--- src/rtl/baud_gen_pkg.sv ---
package baud_gen_pkg;
  localparam int DIV_W  = 12;
  localparam int BYTE_W = 8;
  localparam int HI_W   = DIV_W - BYTE_W;
  localparam int OVS_NORM = 16;
  localparam int OVS_FAST = 8;
  localparam int PRE_W  = $clog2(OVS_NORM);
  typedef logic [DIV_W-1:0] div_t;
endpackage

--- src/rtl/baud_div_regs.sv ---
module baud_div_regs
  import baud_gen_pkg::*;
(
  input  logic              clk_i,
  input  logic              rst_ni,
  input  logic              wr_hi_i,
  input  logic              wr_lo_i,
  input  logic              wr_ctrl_i,
  input  logic [BYTE_W-1:0] wr_data_i,
  output div_t              div_o,
  output logic              load_o,
  output div_t              load_val_o,
  output logic              dbl_o
);
  logic [HI_W-1:0] hi_q;
  div_t            div_q;
  logic            dbl_q;

  assign load_val_o = {hi_q, wr_data_i};
  assign load_o     = wr_lo_i;
  assign div_o      = div_q;
  assign dbl_o      = dbl_q;

  always_ff @(posedge clk_i or negedge rst_ni) begin
    if (!rst_ni) begin
      hi_q  <= '0;
      div_q <= '0;
      dbl_q <= 1'b0;
    end else begin
      if (wr_hi_i)   hi_q  <= wr_data_i[HI_W-1:0];
      if (wr_lo_i)   div_q <= load_val_o;
      if (wr_ctrl_i) dbl_q <= wr_data_i[0];
    end
  end


  hi_stage_chk: assert property (@(posedge clk_i) disable iff (!rst_ni)
    !wr_lo_i |=> div_q == $past(div_q));
endmodule

--- src/rtl/baud_down_cnt.sv ---
module baud_down_cnt
  import baud_gen_pkg::*;
(
  input  logic clk_i,
  input  logic rst_ni,
  input  div_t div_i,
  input  logic load_i,
  input  div_t load_val_i,
  output logic tick_o
);
  div_t cnt_q;

  assign tick_o = (cnt_q == '0);

  always_ff @(posedge clk_i or negedge rst_ni) begin
    if (!rst_ni)      cnt_q <= '0;
    else if (load_i)  cnt_q <= load_val_i;
    else if (tick_o)  cnt_q <= div_i;
    else              cnt_q <= cnt_q - 1'b1;
  end


  force_load_chk: assert property (@(posedge clk_i) disable iff (!rst_ni)
    load_i |=> cnt_q == $past(load_val_i));

  zero_reload_chk: assert property (@(posedge clk_i) disable iff (!rst_ni)
    (tick_o && !load_i) |=> cnt_q == $past(div_i));

  count_down_chk: assert property (@(posedge clk_i) disable iff (!rst_ni)
    (!tick_o && !load_i) |=> cnt_q == $past(cnt_q) - 1'b1);
endmodule

--- src/rtl/baud_tx_prescale.sv ---
module baud_tx_prescale
  import baud_gen_pkg::*;
(
  input  logic clk_i,
  input  logic rst_ni,
  input  logic tick_i,
  input  logic dbl_i,
  input  logic tx_en_i,
  output logic tx_tick_o
);
  logic [PRE_W-1:0] pre_q;
  logic [PRE_W-1:0] last_val;
  logic             dbl_seen_q;
  logic             clr;

  assign last_val  = dbl_i ? PRE_W'(OVS_FAST - 1) : PRE_W'(OVS_NORM - 1);
  assign clr       = !tx_en_i || (dbl_i != dbl_seen_q);
  assign tx_tick_o = tick_i && !clr && (pre_q == last_val);

  always_ff @(posedge clk_i or negedge rst_ni) begin
    if (!rst_ni) begin
      pre_q      <= '0;
      dbl_seen_q <= 1'b0;
    end else begin
      dbl_seen_q <= dbl_i;
      if (clr)         pre_q <= '0;
      else if (tick_i) pre_q <= (pre_q == last_val) ? '0 : pre_q + 1'b1;
    end
  end


  mode_clear_chk: assert property (@(posedge clk_i) disable iff (!rst_ni)
    (dbl_i != dbl_seen_q) |=> pre_q == '0);

  tx_off_chk: assert property (@(posedge clk_i) disable iff (!rst_ni)
    !tx_en_i |-> !tx_tick_o);

  pre_range_chk: assert property (@(posedge clk_i) disable iff (!rst_ni)
    !clr |-> pre_q <= last_val);
endmodule

--- src/rtl/uart_baud_gen.sv ---
module uart_baud_gen
  import baud_gen_pkg::*;
(
  input  logic              clk_i,
  input  logic              rst_ni,
  input  logic              wr_hi_i,
  input  logic              wr_lo_i,
  input  logic              wr_ctrl_i,
  input  logic [BYTE_W-1:0] wr_data_i,
  input  logic              tx_en_i,
  output logic              rx_tick_o,
  output logic              tx_tick_o
);
  div_t div;
  div_t load_val;
  logic load;
  logic dbl;

  baud_div_regs u_regs (
    .clk_i, .rst_ni, .wr_hi_i, .wr_lo_i, .wr_ctrl_i, .wr_data_i,
    .div_o(div), .load_o(load), .load_val_o(load_val), .dbl_o(dbl)
  );

  baud_down_cnt u_cnt (
    .clk_i, .rst_ni, .div_i(div), .load_i(load), .load_val_i(load_val),
    .tick_o(rx_tick_o)
  );

  baud_tx_prescale u_pre (
    .clk_i, .rst_ni, .tick_i(rx_tick_o), .dbl_i(dbl), .tx_en_i,
    .tx_tick_o
  );


  tx_on_rx_chk: assert property (@(posedge clk_i) disable iff (!rst_ni)
    tx_tick_o |-> rx_tick_o);
endmodule

--- config.mk ---
export PLATFORM = sky130hd
export DESIGN_NAME = uart_baud_gen
export DESIGN_NICKNAME = d
export VERILOG_FILES = /design/src/rtl/baud_gen_pkg.sv /design/src/rtl/baud_div_regs.sv /design/src/rtl/baud_down_cnt.sv /design/src/rtl/baud_tx_prescale.sv /design/src/rtl/uart_baud_gen.sv
export SDC_FILE = /design/constraint.sdc
export NUM_CORES = 1
export LEC_CHECK = 0
export BUFFER_PORTS_ARGS = -buffer_cell sky130_fd_sc_hd__buf_2
export CAP_MARGIN = 20
export CORE_ASPECT_RATIO = 0.6
export CORE_MARGIN = 3
export CORE_UTILIZATION = 52
export CTS_CLUSTER_SIZE = 28
export DETAILED_ROUTE_END_ITERATION = 7
export GPL_TIMING_DRIVEN = 0
export PLACE_DENSITY = 0.77
export SLEW_MARGIN = 20
export SYNTH_ARGS = -nofsm -noshare
export SYNTH_HDL_FRONTEND = slang
export SYNTH_SLANG_ARGS = --single-unit
--- constraint.sdc ---
create_clock -name clk_i -period 1.8 [get_ports clk_i]
set_input_delay 0.09 -clock clk_i [delete_from_list [all_inputs] [get_ports clk_i]]
set_output_delay 0.09 -clock clk_i [all_outputs]
set_load 0.05 [all_outputs]
# Word level (Yosys, flattened, before mapping)
# Cells that the tools add are included.
dict set report classes {
  bitwise_logic 0
  mux 6
  multipliers 0
  div_mod_pow 0
  n_shift 0
  eq_ne 2
  magnitude_cmp 0
  add_sub_neg 2
  n_reduce_logical 7
}
# op count
set op_table {}
lappend op_table {{12-bit two-way mux} 2}
lappend op_table {{4-bit two-way mux} 4}
lappend op_table {{12-bit zero test} 1}
lappend op_table {{12-bit by 1-bit subtractor with 12-bit output, second input constant} 1}
lappend op_table {{4-bit by 1-bit adder with 4-bit output, second input constant} 1}
lappend op_table {{4-bit equality test} 1}
lappend op_table {{1-bit logical AND} 2}
lappend op_table {{1-bit zero test} 2}
lappend op_table {{2-bit nonzero test} 1}
lappend op_table {{1-bit logical OR} 1}
lappend op_table {{1-bit != test} 1}
dict set report word_totals {
  inputBits 14
  ff_bits 34
  mem_count 0
  latch_bits 0
  ramBits 0
  elab_cells 23
  mem_bits_ro 0
}

# Depth between registers and ports, before layout
dict set report depth {
  depth_word 5
  ltp_mapped 7
  ltp_nobuf 6
}

# Hierarchy
# Synthesis repeated with hierarchy kept, for this count alone.
dict set report hier_totals {
  hier_cells 158
  area_unflattened_um2 1840.5
}
# module area_per_inst_um2 seq_area_each_um2 cells_each instances
set by_module_without_submodules {}
lappend by_module_without_submodules {baud_down_cnt 853.3 300.3 89 1}
lappend by_module_without_submodules {baud_div_regs 733.2 425.4 44 1}
lappend by_module_without_submodules {baud_tx_prescale 254.0 125.1 25 1}

# Worst setup path before layout
# OpenSTA, ideal clock, no wires.
dict set report synth_timing {
  path_type {register to output}
  start {reg u_cnt.cnt_q[0]}
  end {out tx_tick_o}
  stages_incl_launch_ff 7
  arrival_time_ns 2.438
  required_time_ns 1.710
  setup_slack_ns -0.728
  path_buffers 1
  cell_sequence {dfrtp_1 inv_1 ha_1 nor4b_2 nand3_4 buf_6 nor3_1}
}
dict set report synth_via {
  elab_chain_cells 3
}
# element line_no
set synth_rtl {}
lappend synth_rtl {{from (decl)} baud_down_cnt.sv:11} ;# div_t cnt_q;
lappend synth_rtl {{from (signal assigned)} baud_down_cnt.sv:17} ;# else if (load_i) cnt_q <= load_val_i;
lappend synth_rtl {{from (signal assigned)} baud_down_cnt.sv:18} ;# else if (tick_o) cnt_q <= div_i;
lappend synth_rtl {{from (signal assigned)} baud_down_cnt.sv:19} ;# else cnt_q <= cnt_q - 1'b1;
lappend synth_rtl {{12-bit zero test} baud_down_cnt.sv:13} ;# assign tick_o = (cnt_q == '0);
lappend synth_rtl {{1-bit logical AND (2 in series)} baud_tx_prescale.sv:18} ;# assign tx_tick_o = tick_i && !clr && (pre_q == last_val);
lappend synth_rtl {{to (decl)} uart_baud_gen.sv:12} ;# output logic tx_tick_o
# Every way passes these cells.

# Final worst setup path
# Ends and elaborated chain as after synthesis.

==> run metrics <==
Fillers=~210; Yosys top cell area share=0.491; dominant cells by area after synthesis=dfrtp_1, mux2_2, nand2_1; EDFF count, synth=0; Unique masters post-synth=approximately 40; min-delay src=wr_data_i[6]; clock sink total=34; #FFs+latches synth=34; Worst VDD drop=0.000599 V; clk slew on worst S/H paths=0.06 ns; TritonCTS clock tree=done; Max stage delay cell, worst path=dfrtp_1; Root Driver=clkbuf_8; post-route setup slack=-0.112 ns; Worst setup SP type=flip-flop; initial antenna violation count=0; Initial Utilization=0.574; WP data arrival=about 1.8 ns; crit path buf inv count=3; crit path cell chain=inv_2, ha_4, nor4b_4, nand3_4, buf_8, nor3_4, buf_6; fin nets=216; H-tree levels=2; largest fanout on the critical path=4; first-pass iteration count of the detailed router=4; minimum clock period after layout=about 1.9 ns; multi-input logic area=891 µm²; predominant post-synthesis flop cell=dfrtp_1; I/O Pins=16; R2R Setup Slk=-0.05 ns; run status=complete, but fails checks; largest net degree at the start of global routing=35; Core Region=between 0.003 and 0.004 mm²; RR Startpoint=u_cnt.cnt_q[0]; Top Family by Delay on Critical Path=simple AND/OR/NAND/NOR gates; die area=0.00409 mm²; DRC=0; critical path type=flip-flop to output port; hold crit path type=primary input to flip-flop; top cell type by total area after synthesis=dfrtp_1; synthesized area=~0.0017 mm²; Final Max Slew Viols=0; Cells after Synth=163; FF-to-FF End=u_cnt.cnt_q[8]; total wire length=4.47 mm; RSZ-0062 raised after global routing=yes; Hold Path Cell Cnt=3; fraction of layout cells with a size suffix above 1=0.342; Placement Rows=15; PortBufs=14; Hold Vio Cnt, Final=0; Die Y=between 50 and 60 µm; failing checks=setup timing; count leader, synth=dfrtp_1; Max Cap Viol=0; crit end category=output port; Syn Area/Cell=10.6 µm²; antenna cells=0; Vias=1463; Detailed Route Iter0 Violations=156; CP Data Required Time=1.71 ns; worst-case clock buffer depth=2; Post-synth ARST share=1.00; most instantiated cells after synthesis=dfrtp_1, nand2_1, o21ai_0; Clock Skew=between 0.003 and 0.004 ns; routed vias/inst=6.07; setup TNS=-0.260 ns; hold slack=~0.042 ns; CTS buffer count=5; global-route wire length before repair=6.93 mm; GRT Util Overall=0.230; warnings from Yosys=0; post-synthesis sequential area ratio=0.491; Post-DP HPWL=~2.7 mm; Tcrit/Tclk final=1.06; Synth-to-Final Area Change=24.4%; Final setup viols=5; Pwr per Cell Area=874 mW/mm²; sequential standard cell area=855 µm²; worst skew pair latency=0.28 ns; syn_nets=180; number of global-route vias before repair=1410; die width=approximately 81 µm; relative max-transition margin=0.499; gr ovfl total=0; Worst Max-Slew Pin Slew=0.751 ns; Final ANT Viol Nets=0; f_max=around 0.52 GHz; Hold Path End=u_regs.div_o[6]; Largest stage delay, worst path=0.40 ns; wire length per cell=18.6 µm; R2R depth=7; Static Leak=0.991 nW; routability cong.=0.860
[flip-flops by register name, indices dropped and copies added (netlist names)]
name	cells
u_cnt.cnt_q	12
u_pre.dbl_seen_q	1
u_pre.pre_q	4
u_regs.dbl_o	1
u_regs.div_o	12
u_regs.hi_q	4
[how the worst max path moves through the flow]
stage / from / end / slack [ns] / cells past startpoint
floorplan: u_cnt.cnt_q[0] / tx_tick_o / 0.0006 / 6
global placement: u_cnt.cnt_q[0] / tx_tick_o / -0.12 / 7
detailed placement: u_cnt.cnt_q[0] / tx_tick_o / -0.16 / 7
CTS: u_cnt.cnt_q[1] / tx_tick_o / -0.07 / 7
global route: u_cnt.cnt_q[0] / tx_tick_o / -0.17 / 7
finish: u_cnt.cnt_q[0] / tx_tick_o / -0.11 / 7
[layout make-up]
cell class / count / area share
tap: 42 / 0.0244
clock inverter: 2 / 0.00464
multi-input combinational: 111 / 0.413
inverter: 12 / 0.0209
buffer: 5 / 0.0139
clock buffer: 5 / 0.0319
sequential: 34 / 0.396
timing repair buffer: 30 / 0.0951
[routing by layer]
| metal | share of wire | vias to the layer above | GRT usage |
|---|---|---|---|
| li1 | - | 641 | - |
| met1 | 0.44 | 735 | 0.328 |
| met2 | 0.46 | 76 | 0.341 |
| met3 | 0.084 | 11 | 0.0627 |
| met4 | 0.013 | 0 | 0.0730 |
| met5 | 0 | - | 0 |
[worst reg2reg max path, stage by stage, from the launching register on]
cell,delay (ns)
dfrtp_1,0.40
inv_2,0.10
ha_4,0.15
nor4b_4,0.30
buf_4,0.19
mux2_4,0.29
a32oi_1,0.22
o21ai_1,0.08
[report_power, final]
part	switching (mW)	internal (mW)	total (mW)
registers	0.105	0.844	0.949
logic	0.211	0.210	0.421
clock network	0.256	0.259	0.515
[kinds of logic after synthesis]
| group | share of synthesized area |
|---|---|
| simple gates | 0.191 |
| flops | 0.491 |
| compound gates | 0.118 |
| buf+inv | 0.0440 |
| mux | 0.0938 |
| xor+xnor | 0.0404 |
| fa+ha+maj | 0.0216 |
[through the flow]
step	power, mW	setup slack (ns)	util	cell area [µm²]	std cells
global route	1.98	-0.170	0.714	2160	241
global placement	1.23	-0.115	0.622	1880	219
finish	1.89	-0.112	0.714	2160	241
detailed placement	1.25	-0.156	0.622	1880	219
CTS	1.81	-0.0702	0.687	2070	237
floorplan	1.15	0.000591	-	1760	163
[cell usage in the layout, fill, tap and decap left out, types with 2 or more instances in the layout]
master | netlist | layout
o31ai_1 | 2 | 2
clkinv_2 | 0 | 2
buf_4 | 0 | 15
o21ai_0 | 14 | 11
buf_2 | 0 | 12
clkbuf_8 | 0 | 5
dfrtp_1 | 34 | 31
xor2_1 | 5 | 5
dfrtp_2 | 0 | 3
nand2b_1 | 4 | 4
inv_1 | 12 | 10
mux2i_1 | 5 | 5
nand2_1 | 20 | 20
clkbuf_1 | 4 | 4
nor2_1 | 8 | 8
nand3_1 | 3 | 3
buf_6 | 1 | 2
xnor2_1 | 3 | 3
o221ai_1 | 3 | 3
a31oi_1 | 3 | 3
nor3_4 | 0 | 2
o21ai_1 | 0 | 3
nor4_4 | 1 | 2
inv_2 | 0 | 2
mux2_2 | 10 | 9
a21oi_1 | 2 | 2
[what timing repair did]
action,CTS,global route
endpoints found under the setup margin,13,14
pin swaps,4,5
resized for setup,10,13
hold endpoints to repair,34,0
hold buffers,1,0
buffers inserted,10,5
Power figures use the tool's default switching activity.
